### src/rtl/pkp_pkg.sv
package pkp_pkg;
  localparam int IN_W   = 20;
  localparam int WORD_W = 32;
  localparam int SLOT_W = 2;

  typedef enum logic [1:0] {
    MODE_BYTE  = 2'b00,
    MODE_HALF  = 2'b01,
    MODE_TRI   = 2'b10,
    MODE_WIDE  = 2'b11
  } packMode_t;

  typedef struct packed {
    logic               capture;
    logic               finish;
    logic               flush;
    logic [SLOT_W-1:0]  slotIdx;
  } packStrobe_t;
endpackage

### src/rtl/pkp_ctrl.sv
module pkp_ctrl
  import pkp_pkg::*;
(
  input  logic        clk,
  input  logic        rstN,
  input  logic        cfgEnable,
  input  logic [1:0]  cfgMode,
  input  logic        cfgFallEdge,
  input  logic        portClk,
  input  logic        holdN,
  output packStrobe_t strobe
);
  logic              prevClk;
  logic [1:0]        prevMode;
  logic [SLOT_W-1:0] slotCnt;
  logic [SLOT_W-1:0] lastSlot;
  logic              edgeSeen;
  logic              modeChg;

  always_comb begin
    case (packMode_t'(cfgMode))
      MODE_BYTE: lastSlot = 2'd3;
      MODE_HALF: lastSlot = 2'd1;
      MODE_TRI:  lastSlot = 2'd2;
      default:   lastSlot = 2'd0;
    endcase
  end

  assign edgeSeen = cfgFallEdge ? (prevClk & ~portClk) : (~prevClk & portClk);
  assign modeChg  = (cfgMode != prevMode);

  always_comb begin
    strobe.flush   = ~cfgEnable | modeChg;
    strobe.capture = edgeSeen & ~holdN & ~strobe.flush;
    strobe.finish  = strobe.capture & (slotCnt == lastSlot);
    strobe.slotIdx = slotCnt;
  end

  always_ff @(posedge clk or negedge rstN) begin
    if (!rstN) begin
      prevClk  <= 1'b0;
      prevMode <= 2'b00;
      slotCnt  <= '0;
    end else begin
      prevClk  <= portClk;
      prevMode <= cfgMode;
      if (strobe.flush || strobe.finish) slotCnt <= '0;
      else if (strobe.capture)           slotCnt <= slotCnt + 1'b1;
    end
  end
endmodule

### src/rtl/pkp_datapath.sv
module pkp_datapath
  import pkp_pkg::*;
(
  input  logic              clk,
  input  logic              rstN,
  input  logic [1:0]        cfgMode,
  input  logic [IN_W-1:0]   portData,
  input  packStrobe_t       strobe,
  output logic [WORD_W-1:0] packedWord
);
  logic [WORD_W-1:0] acc;
  logic [WORD_W-1:0] nextAcc;

  always_comb begin
    case (packMode_t'(cfgMode))
      MODE_BYTE: nextAcc = {acc[23:0], portData[7:0]};
      MODE_HALF: nextAcc = {acc[15:0], portData[15:0]};
      MODE_TRI:  nextAcc = (strobe.slotIdx == '0) ? {22'd0, portData[9:0]}
                                                  : {acc[20:0], portData[10:0]};
      default:   nextAcc = {portData[19:0], 12'd0};
    endcase
  end

  assign packedWord = nextAcc;

  always_ff @(posedge clk or negedge rstN) begin
    if (!rstN)                               acc <= '0;
    else if (strobe.flush || strobe.finish)  acc <= '0;
    else if (strobe.capture)                 acc <= nextAcc;
  end
endmodule

### src/rtl/pkp_fifo.sv
module pkp_fifo #(
  parameter int DEPTH  = 6,
  parameter int DATA_W = 32
) (
  input  logic              clk,
  input  logic              rstN,
  input  logic              push,
  input  logic [DATA_W-1:0] pushData,
  input  logic              popReady,
  input  logic              clearOvf,
  output logic              headValid,
  output logic [DATA_W-1:0] headData,
  output logic              ovfFlag
);
  localparam int PTR_W = (DEPTH > 1) ? $clog2(DEPTH) : 1;
  localparam int CNT_W = $clog2(DEPTH + 1);

  logic [DATA_W-1:0] mem [DEPTH];
  logic [PTR_W-1:0]  wrPtr, rdPtr;
  logic [CNT_W-1:0]  fill;
  logic              full, doWrite, doRead, drop;

  assign full      = (fill == CNT_W'(DEPTH));
  assign doWrite   = push & ~full;
  assign drop      = push & full;
  assign headValid = (fill != '0);
  assign doRead    = headValid & popReady;
  assign headData  = mem[rdPtr];

  function automatic logic [PTR_W-1:0] bump(input logic [PTR_W-1:0] p);
    return (p == PTR_W'(DEPTH - 1)) ? '0 : p + 1'b1;
  endfunction

  always_ff @(posedge clk) begin
    if (doWrite) mem[wrPtr] <= pushData;
  end

  always_ff @(posedge clk or negedge rstN) begin
    if (!rstN) begin
      wrPtr   <= '0;
      rdPtr   <= '0;
      fill    <= '0;
      ovfFlag <= 1'b0;
    end else begin
      if (doWrite) wrPtr <= bump(wrPtr);
      if (doRead)  rdPtr <= bump(rdPtr);
      fill <= fill + CNT_W'(doWrite) - CNT_W'(doRead);
      if (drop)          ovfFlag <= 1'b1;
      else if (clearOvf) ovfFlag <= 1'b0;
    end
  end
endmodule

### src/rtl/pkp_top.sv
module pkp_top
  import pkp_pkg::*;
#(
  parameter int FIFO_DEPTH = 6
) (
  input  logic        clk,
  input  logic        rstN,
  input  logic        cfgEnable,
  input  logic [1:0]  cfgMode,
  input  logic        cfgFallEdge,
  input  logic        cfgClearOvf,
  input  logic        portClk,
  input  logic        holdN,
  input  logic [19:0] portData,
  output logic        outValid,
  input  logic        outReady,
  output logic [31:0] outData,
  output logic        overflow
);
  packStrobe_t       strobe;
  logic [WORD_W-1:0] packedWord;

  pkp_ctrl ctrl_i (
    .clk(clk), .rstN(rstN), .cfgEnable(cfgEnable), .cfgMode(cfgMode),
    .cfgFallEdge(cfgFallEdge), .portClk(portClk), .holdN(holdN), .strobe(strobe)
  );

  pkp_datapath dp_i (
    .clk(clk), .rstN(rstN), .cfgMode(cfgMode), .portData(portData),
    .strobe(strobe), .packedWord(packedWord)
  );

  pkp_fifo #(.DEPTH(FIFO_DEPTH), .DATA_W(WORD_W)) fifo_i (
    .clk(clk), .rstN(rstN), .push(strobe.finish), .pushData(packedWord),
    .popReady(outReady), .clearOvf(cfgClearOvf), .headValid(outValid),
    .headData(outData), .ovfFlag(overflow)
  );
endmodule

### config.mk
export PLATFORM = sky130hd
export DESIGN_NAME = pkp_top
export DESIGN_NICKNAME = d
export VERILOG_FILES = /design/src/rtl/pkp_pkg.sv /design/src/rtl/pkp_ctrl.sv /design/src/rtl/pkp_datapath.sv /design/src/rtl/pkp_fifo.sv /design/src/rtl/pkp_top.sv
export SDC_FILE = /design/constraint.sdc
export NUM_CORES = 1
export LEC_CHECK = 0
export ABC_AREA = 0
export BUFFER_PORTS_ARGS = -buffer_cell sky130_fd_sc_hd__clkbuf_2
export CORE_UTILIZATION = 48
export CTS_CLUSTER_DIAMETER = 40
export DETAILED_ROUTE_END_ITERATION = 8
export PLACE_DENSITY = 0.7
export SLEW_MARGIN = 0
export SYNTH_ARGS = -nofsm -noshare
export SYNTH_HDL_FRONTEND = slang
export SYNTH_SLANG_ARGS = --single-unit
export TNS_END_PERCENT = 5
### constraint.sdc
create_clock -name clk -period 2.9 [get_ports clk]
set_clock_uncertainty 0.2 [all_clocks]
set_input_delay 0.29 -clock clk [delete_from_list [all_inputs] [get_ports clk]]
set_output_delay 0.29 -clock clk [all_outputs]
set_load 0.03 [all_outputs]
Word-level counts from Yosys, hierarchy flattened
Memories as Yosys holds them, arrays and structs flattened.
Cells that the tools add are included.
{"block": "word_totals", "register_bits": 39, "ram_bits": 192, "output_inout_bits": 34, "word_cells": 56, "memories": 1}
{"memory": "fifo_i.mem", "depth": 6, "word_bits": 32, "rd": 1, "rd_ports_with_merged_regs": 0, "write_ports": 1, "line_no": "pkp_fifo.sv:18", "source": "logic [DATA_W-1:0] mem [DEPTH];"}
{"block": "op_classes", "addsub": 5, "eq_ne": 7, "muxes": 14, "bitwise_logic": 15, "reduce_logical": 6}
{"op": "32-bit case mux with 3 select lines", "count": 1}
{"op": "24-bit two-way mux", "count": 2}
{"op": "32-bit two-way mux", "count": 1}
{"op": "3-bit equality test, second input constant", "count": 3}
{"op": "1-bit bitwise AND", "count": 8}
{"op": "3-bit by 1-bit adder with 3-bit output, second input constant", "count": 2}
{"op": "3-bit two-way mux", "count": 2}
{"op": "1-bit NOT", "count": 6}
{"op": "2-bit case mux with 3 select lines", "count": 1}
{"op": "1-bit two-way mux", "count": 5}
{"op": "2-bit logical NOT", "count": 2}
{"op": "2-bit two-way mux", "count": 2}
{"op": "2-bit nonzero test", "count": 2}
{"op": "3-bit by 1-bit adder with 3-bit output", "count": 1}
{"op": "3-bit nonzero test", "count": 1}
{"op": "3-bit by 1-bit subtractor with 3-bit output", "count": 1}
{"op": "2-bit by 1-bit adder with 2-bit output, second input constant", "count": 1}
{"op": "2-bit by 1-bit equality test with 1-bit output, second input constant", "count": 1}
{"op": "2-bit equality test", "count": 1}
{"op": "2-bit equality test, second input constant", "count": 1}
{"op": "2-bit != test", "count": 1}
{"op": "1-bit logical OR", "count": 1}
{"op": "1-bit bitwise OR", "count": 1}

Logic depth before layout (Yosys ltp)
{"block": "depth", "word_depth": 9, "ltp_mapped": 8}

By module
From an unflattened synthesis, not the netlist that was laid out.
{"block": "unflattened", "hier_cells": 637, "area_unflattened_um2": 9695.5}
{"module": "pkp_fifo", "instances": 1, "cells_each": 421, "area_each_um2": 7843.8}
{"module": "pkp_datapath", "instances": 1, "cells_each": 192, "area_each_um2": 1570.3}
{"module": "pkp_ctrl", "instances": 1, "cells_each": 24, "area_each_um2": 281.5}

Worst setup path after synthesis
OpenSTA, ideal clock, no wires.
{"block": "synth_path", "path_kind": "reg-to-reg", "startpoint": "register ctrl_i.prevClk", "endpoint": "memory fifo_i.mem[5][0], enable pin", "arrival_ns": 2.209, "required_time_ns": 2.308, "slack_ns": 0.099, "stages_incl_launch_ff": 5, "n_path_buf": 0, "path_cell_list": "dfrtp_1 > nor4b_4 > nor2_2 > nor4b_4 > and4b_1"}
{"block": "synth_via", "elab_chain_cells": 9}
{"element": "start, declared", "line_no": "pkp_ctrl.sv:13", "source": "logic prevClk;"}
{"element": "start signal, assigned", "line_no": "pkp_ctrl.sv:45", "source": "prevClk <= portClk;"}
{"element": "1-bit NOT", "line_no": "pkp_ctrl.sv:29", "source": "assign edgeSeen = cfgFallEdge ? (prevClk & ~portClk) : (~prevClk & portClk);"}
{"element": "1-bit bitwise AND", "line_no": "pkp_ctrl.sv:29"}
{"element": "1-bit two-way mux (*)", "line_no": "pkp_ctrl.sv:29"}
{"element": "1-bit bitwise AND (*) (2 in a row)", "line_no": "pkp_ctrl.sv:34", "source": "strobe.capture = edgeSeen & ~holdN & ~strobe.flush;"}
{"element": "1-bit bitwise AND (*)", "line_no": "pkp_ctrl.sv:35", "source": "strobe.finish = strobe.capture & (slotCnt == lastSlot);"}
{"element": "1-bit bitwise AND (*)", "line_no": "pkp_fifo.sv:24", "source": "assign doWrite = push & ~full;"}
{"element": "named net fifo_i.doWrite", "line_no": "pkp_fifo.sv:21", "source": "logic full, doWrite, doRead, drop;"}
{"element": "1-bit two-way mux (*)", "line_no": "pkp_fifo.sv:35", "source": "if (doWrite) mem[wrPtr] <= pushData;"}
{"element": "1-bit two-way mux (implied by the code) (*)", "line_no": "pkp_fifo.sv:35"}
{"element": "end, declared", "line_no": "pkp_fifo.sv:18"}
The timed path passes the listed nets; every way through them passes the cells marked *.

Worst setup path after layout
{"block": "layout_path", "startpoint": "register fifo_i.rdPtr[0]", "endpoint": "output port outData[11]"}
{"block": "layout_via", "elab_chain_cells": 1}
{"element": "start, declared", "line_no": "pkp_fifo.sv:19", "source": "logic [PTR_W-1:0] wrPtr, rdPtr;"}
{"element": "start signal, assigned", "line_no": "pkp_fifo.sv:46", "source": "if (doRead) rdPtr <= bump(rdPtr);"}
{"element": "memory read 6 x 32 bit"}
{"element": "end, declared", "line_no": "pkp_top.sv:17", "source": "output logic [31:0] outData,"}
No other way between the ends.

==> impl_metrics.yaml <==
global_route:
  antenna_found_initial: 0
  grt_pass1_wl_um: 32000
  grt_max_degree: 50
  gr-total-overflow: 0
  grt_pass1_vias: 5700
  grt_usage: 0.211
routing:
  drc: 0
  first_iter_violations: 488
  routed_wl_um: 20600
  vias: 5448
  final_antenna_net_count: 0
  dr.pass1.iters: 5
  post_drt_wl_per_cell_um: 21.9
  via_per_inst: 5.80
critical_path:
  crit_path_start_kind: "flop"
  cp_data_required_time_ns: 2.41
  worstRegToRegCells: 5
  path_max_fanout: 7
  r2r_start: "ctrl_i.prevClk"
  arrival_ns: 2.28
  regToRegSetupSlack_ns: 0.43
  critPathKind: "reg -> out"
  endpoint_kind: "output port"
  r2r-end: "fifo_i.mem[1][22]"
floorplan:
  num_rows: 51
  ios: 64
  die_h_um: 143
  die-area_sq_mm: 0.0204
  fp.dieW_um: 143
  initial_core_util: 0.490
  coreArea_sq_mm: 0.0195
finish:
  area_growth_pct: 20.1
  antenna_cells: 0
  instances_no_fill: 940
  drive_gt1_frac: 0.277
  fin_nets: 687
  mostFrequentLayoutCell: "edfxtp_1"
  final_cell_mix: "edfxtp_1 (192), clkbuf_2 (63), a21oi_1 (56), mux2i_1 (50), dfrtp_1 (37)"
sta:
  fmax_mhz: 361
  whs_ns: 0.0137
  relSlewSlack: 0.482
  min_period_over_period: 0.956
  drv_slew: 0
  worstMarginPinSlew_ns: 0.769
  min_period_ns: 2.77
  rsz0062_at_grt: "no"
  setup_viol_count_final: 0
  hold_viol: 0
  setup_tns_ns: 0
power_and_ir_drop:
  seq_power_share: 0.358
  swShare: 0.321
  combPwrFrac: 0.296
  p_leak_uw: 0.00425
  p_per_area_mw_per_mm2: 924
  power.switching_uw: 3400
  p_clk_frac: 0.346
  p_int_uw: 7180
  peakVddDrop_v: 0.000554
run:
  drv_cap: 0
min_path:
  hold_class: "in -> reg"
  holdCritStartpoint: "outReady"
  whs_path_depth: 3
  holdPathEnd: "fifo_i.rdPtr[0]"
placement:
  routabilityCongestion: 0.815
  detailed_place_hpwl_um: 12500
  numPortBuffers: 63
  dpl.cell_count: 875
synthesis:
  synth_cell_type_count: 43
  ys_seq_elements: 231
  syn_area_sq_mm: 0.00953
  synth_fp_nets: 593
  avgSynthCellArea_sq_um: 17.0
  yosys_warnings: 0
  syn-instance-count: 559
  synth-seq-area-share: 0.708
clock_network:
  htreeDepth: 1
  cts_resized: 0
  clk_latency_ns: 0.53
  cts_tree: "built"
  clockBufferDepth: 3
  clk_pin_slew_ns: 0.06
  root_buffer: "clkbuf_16"
  cts_buffers: 28
  cts_sinks: 231
outcome:
  status: "completed"
## registers in the layout (all words and copies together) (netlist names)
register / flops
ctrl_i.prevClk: 1
ctrl_i.prevMode: 2
ctrl_i.slotCnt: 2
dp_i.acc: 24
fifo_i.fill: 3
fifo_i.mem: 192
fifo_i.ovfFlag: 1
fifo_i.rdPtr: 3
fifo_i.wrPtr: 3
## power groups by stage
stage	Combinational, uW	Clock [uW]	Sequential (uW)
4_1_cts	2970	3710	3850
3_5_place_dp	2880	0	3960
2_1_floorplan	2200	0	3760
3_3_place_gp	2850	0	3950
6_report	3130	3660	3790
5_1_grt	3360	3850	3790
## area by class of cell
class,instances,area [sq um]
sequential,231,6750
timing repair buffer,100,751
inverter,8,30.0
clock buffer,35,768
clock inverter,17,230
tap,265,332
multi-input combinational,284,2580
fill,1428,8020
## stage by stage
step / instance area (sq um) / util / total power, uW / setup slack (ns)
2_1_floorplan: 9530 / - / 5970 / 0.0988
3_3_place_gp: 10300 / 0.529 / 6800 / 0.460
3_5_place_dp: 10300 / 0.529 / 6840 / 0.423
4_1_cts: 11400 / 0.583 / 10500 / 0.0373
5_1_grt: 11400 / 0.588 / 11000 / 0.0781
6_report: 11400 / 0.588 / 10600 / 0.128
## routing by layer
metal / wire length (um) / share of wire / track usage
met1: 8410 / 0.41 / 0.276
met2: 10400 / 0.51 / 0.358
met3: 1220 / 0.059 / 0.0335
met4: 525 / 0.026 / 0.0809
met5: 0 / 0 / 0
## synthesized netlist by cell type (all sizes together)
cell type / number / share of area
or4: 1 / 0.00079
and4bb: 3 / 0.0039
buf: 23 / 0.013
nor3: 3 / 0.0028
mux4: 32 / 0.076
and3: 1 / 0.00066
dfrtp: 39 / 0.10
mux2i: 50 / 0.053
a21oi: 56 / 0.029
nand3: 5 / 0.0032
a21o: 1 / 0.00079
nor4b: 2 / 0.0050
o21ai: 5 / 0.0026
and4b: 2 / 0.0021
nand2: 4 / 0.0016
and3b: 1 / 0.00092
o31a: 1 / 0.00092
nor3b: 1 / 0.0020
ha: 3 / 0.0039
inv: 8 / 0.0032
a22o: 26 / 0.024
a22oi: 1 / 0.00079
fa: 1 / 0.0021
xor2: 4 / 0.0037
a211oi: 4 / 0.0032
or3: 1 / 0.00066
xnor2: 4 / 0.0037
edfxtp: 192 / 0.61
a221oi: 16 / 0.015
and2: 8 / 0.0053
nor2: 36 / 0.014
clkbuf: 13 / 0.0051
nor2b: 6 / 0.0039
nand3b: 1 / 0.00079
nand4: 1 / 0.00066
mux2: 4 / 0.0047
## what timing repair did
action	CTS	global route
hold buffers	5	0
endpoints found under the hold margin	26	0
setup buffers	1	7
endpoints found under the setup margin	20	12
## worst max-delay path: stages, from the launching register on
cell      delay, ns
dfrtp_4        0.51
buf_12         0.16
buf_4          0.13
mux4_2         0.33
nor2_1         0.04
a21oi_1        0.30
clkbuf_2       0.28
## how the worst max path moves through the flow
stage / startpoint / end / slack, ns / cells after the start
finish: fifo_i.rdPtr[0] / outData[11] / 0.13 / 6
global route: fifo_i.rdPtr[0] / outData[11] / 0.08 / 6
CTS: fifo_i.rdPtr[0] / outData[4] / 0.04 / 5
detailed placement: ctrl_i.prevClk / fifo_i.mem[2][0] / 0.42 / 5
global placement: fifo_i.rdPtr[0] / outData[6] / 0.46 / 5
floorplan: ctrl_i.prevClk / fifo_i.mem[5][0] / 0.1 / 4
## logic make-up (layout without fill, tap and decap cells)
family          count (synthesis)  after routing  share of synthesized area
xor+xnor                        8              8                    0.00735
fa+ha+maj                       4              4                    0.00604
mux                            86             86                      0.133
compound gates                110            110                     0.0763
simple gates                   76             76                     0.0486
buf+inv                        44            160                     0.0213
flops                         231            231                      0.708
No activity file was read; power rests on OpenSTA's default activity.
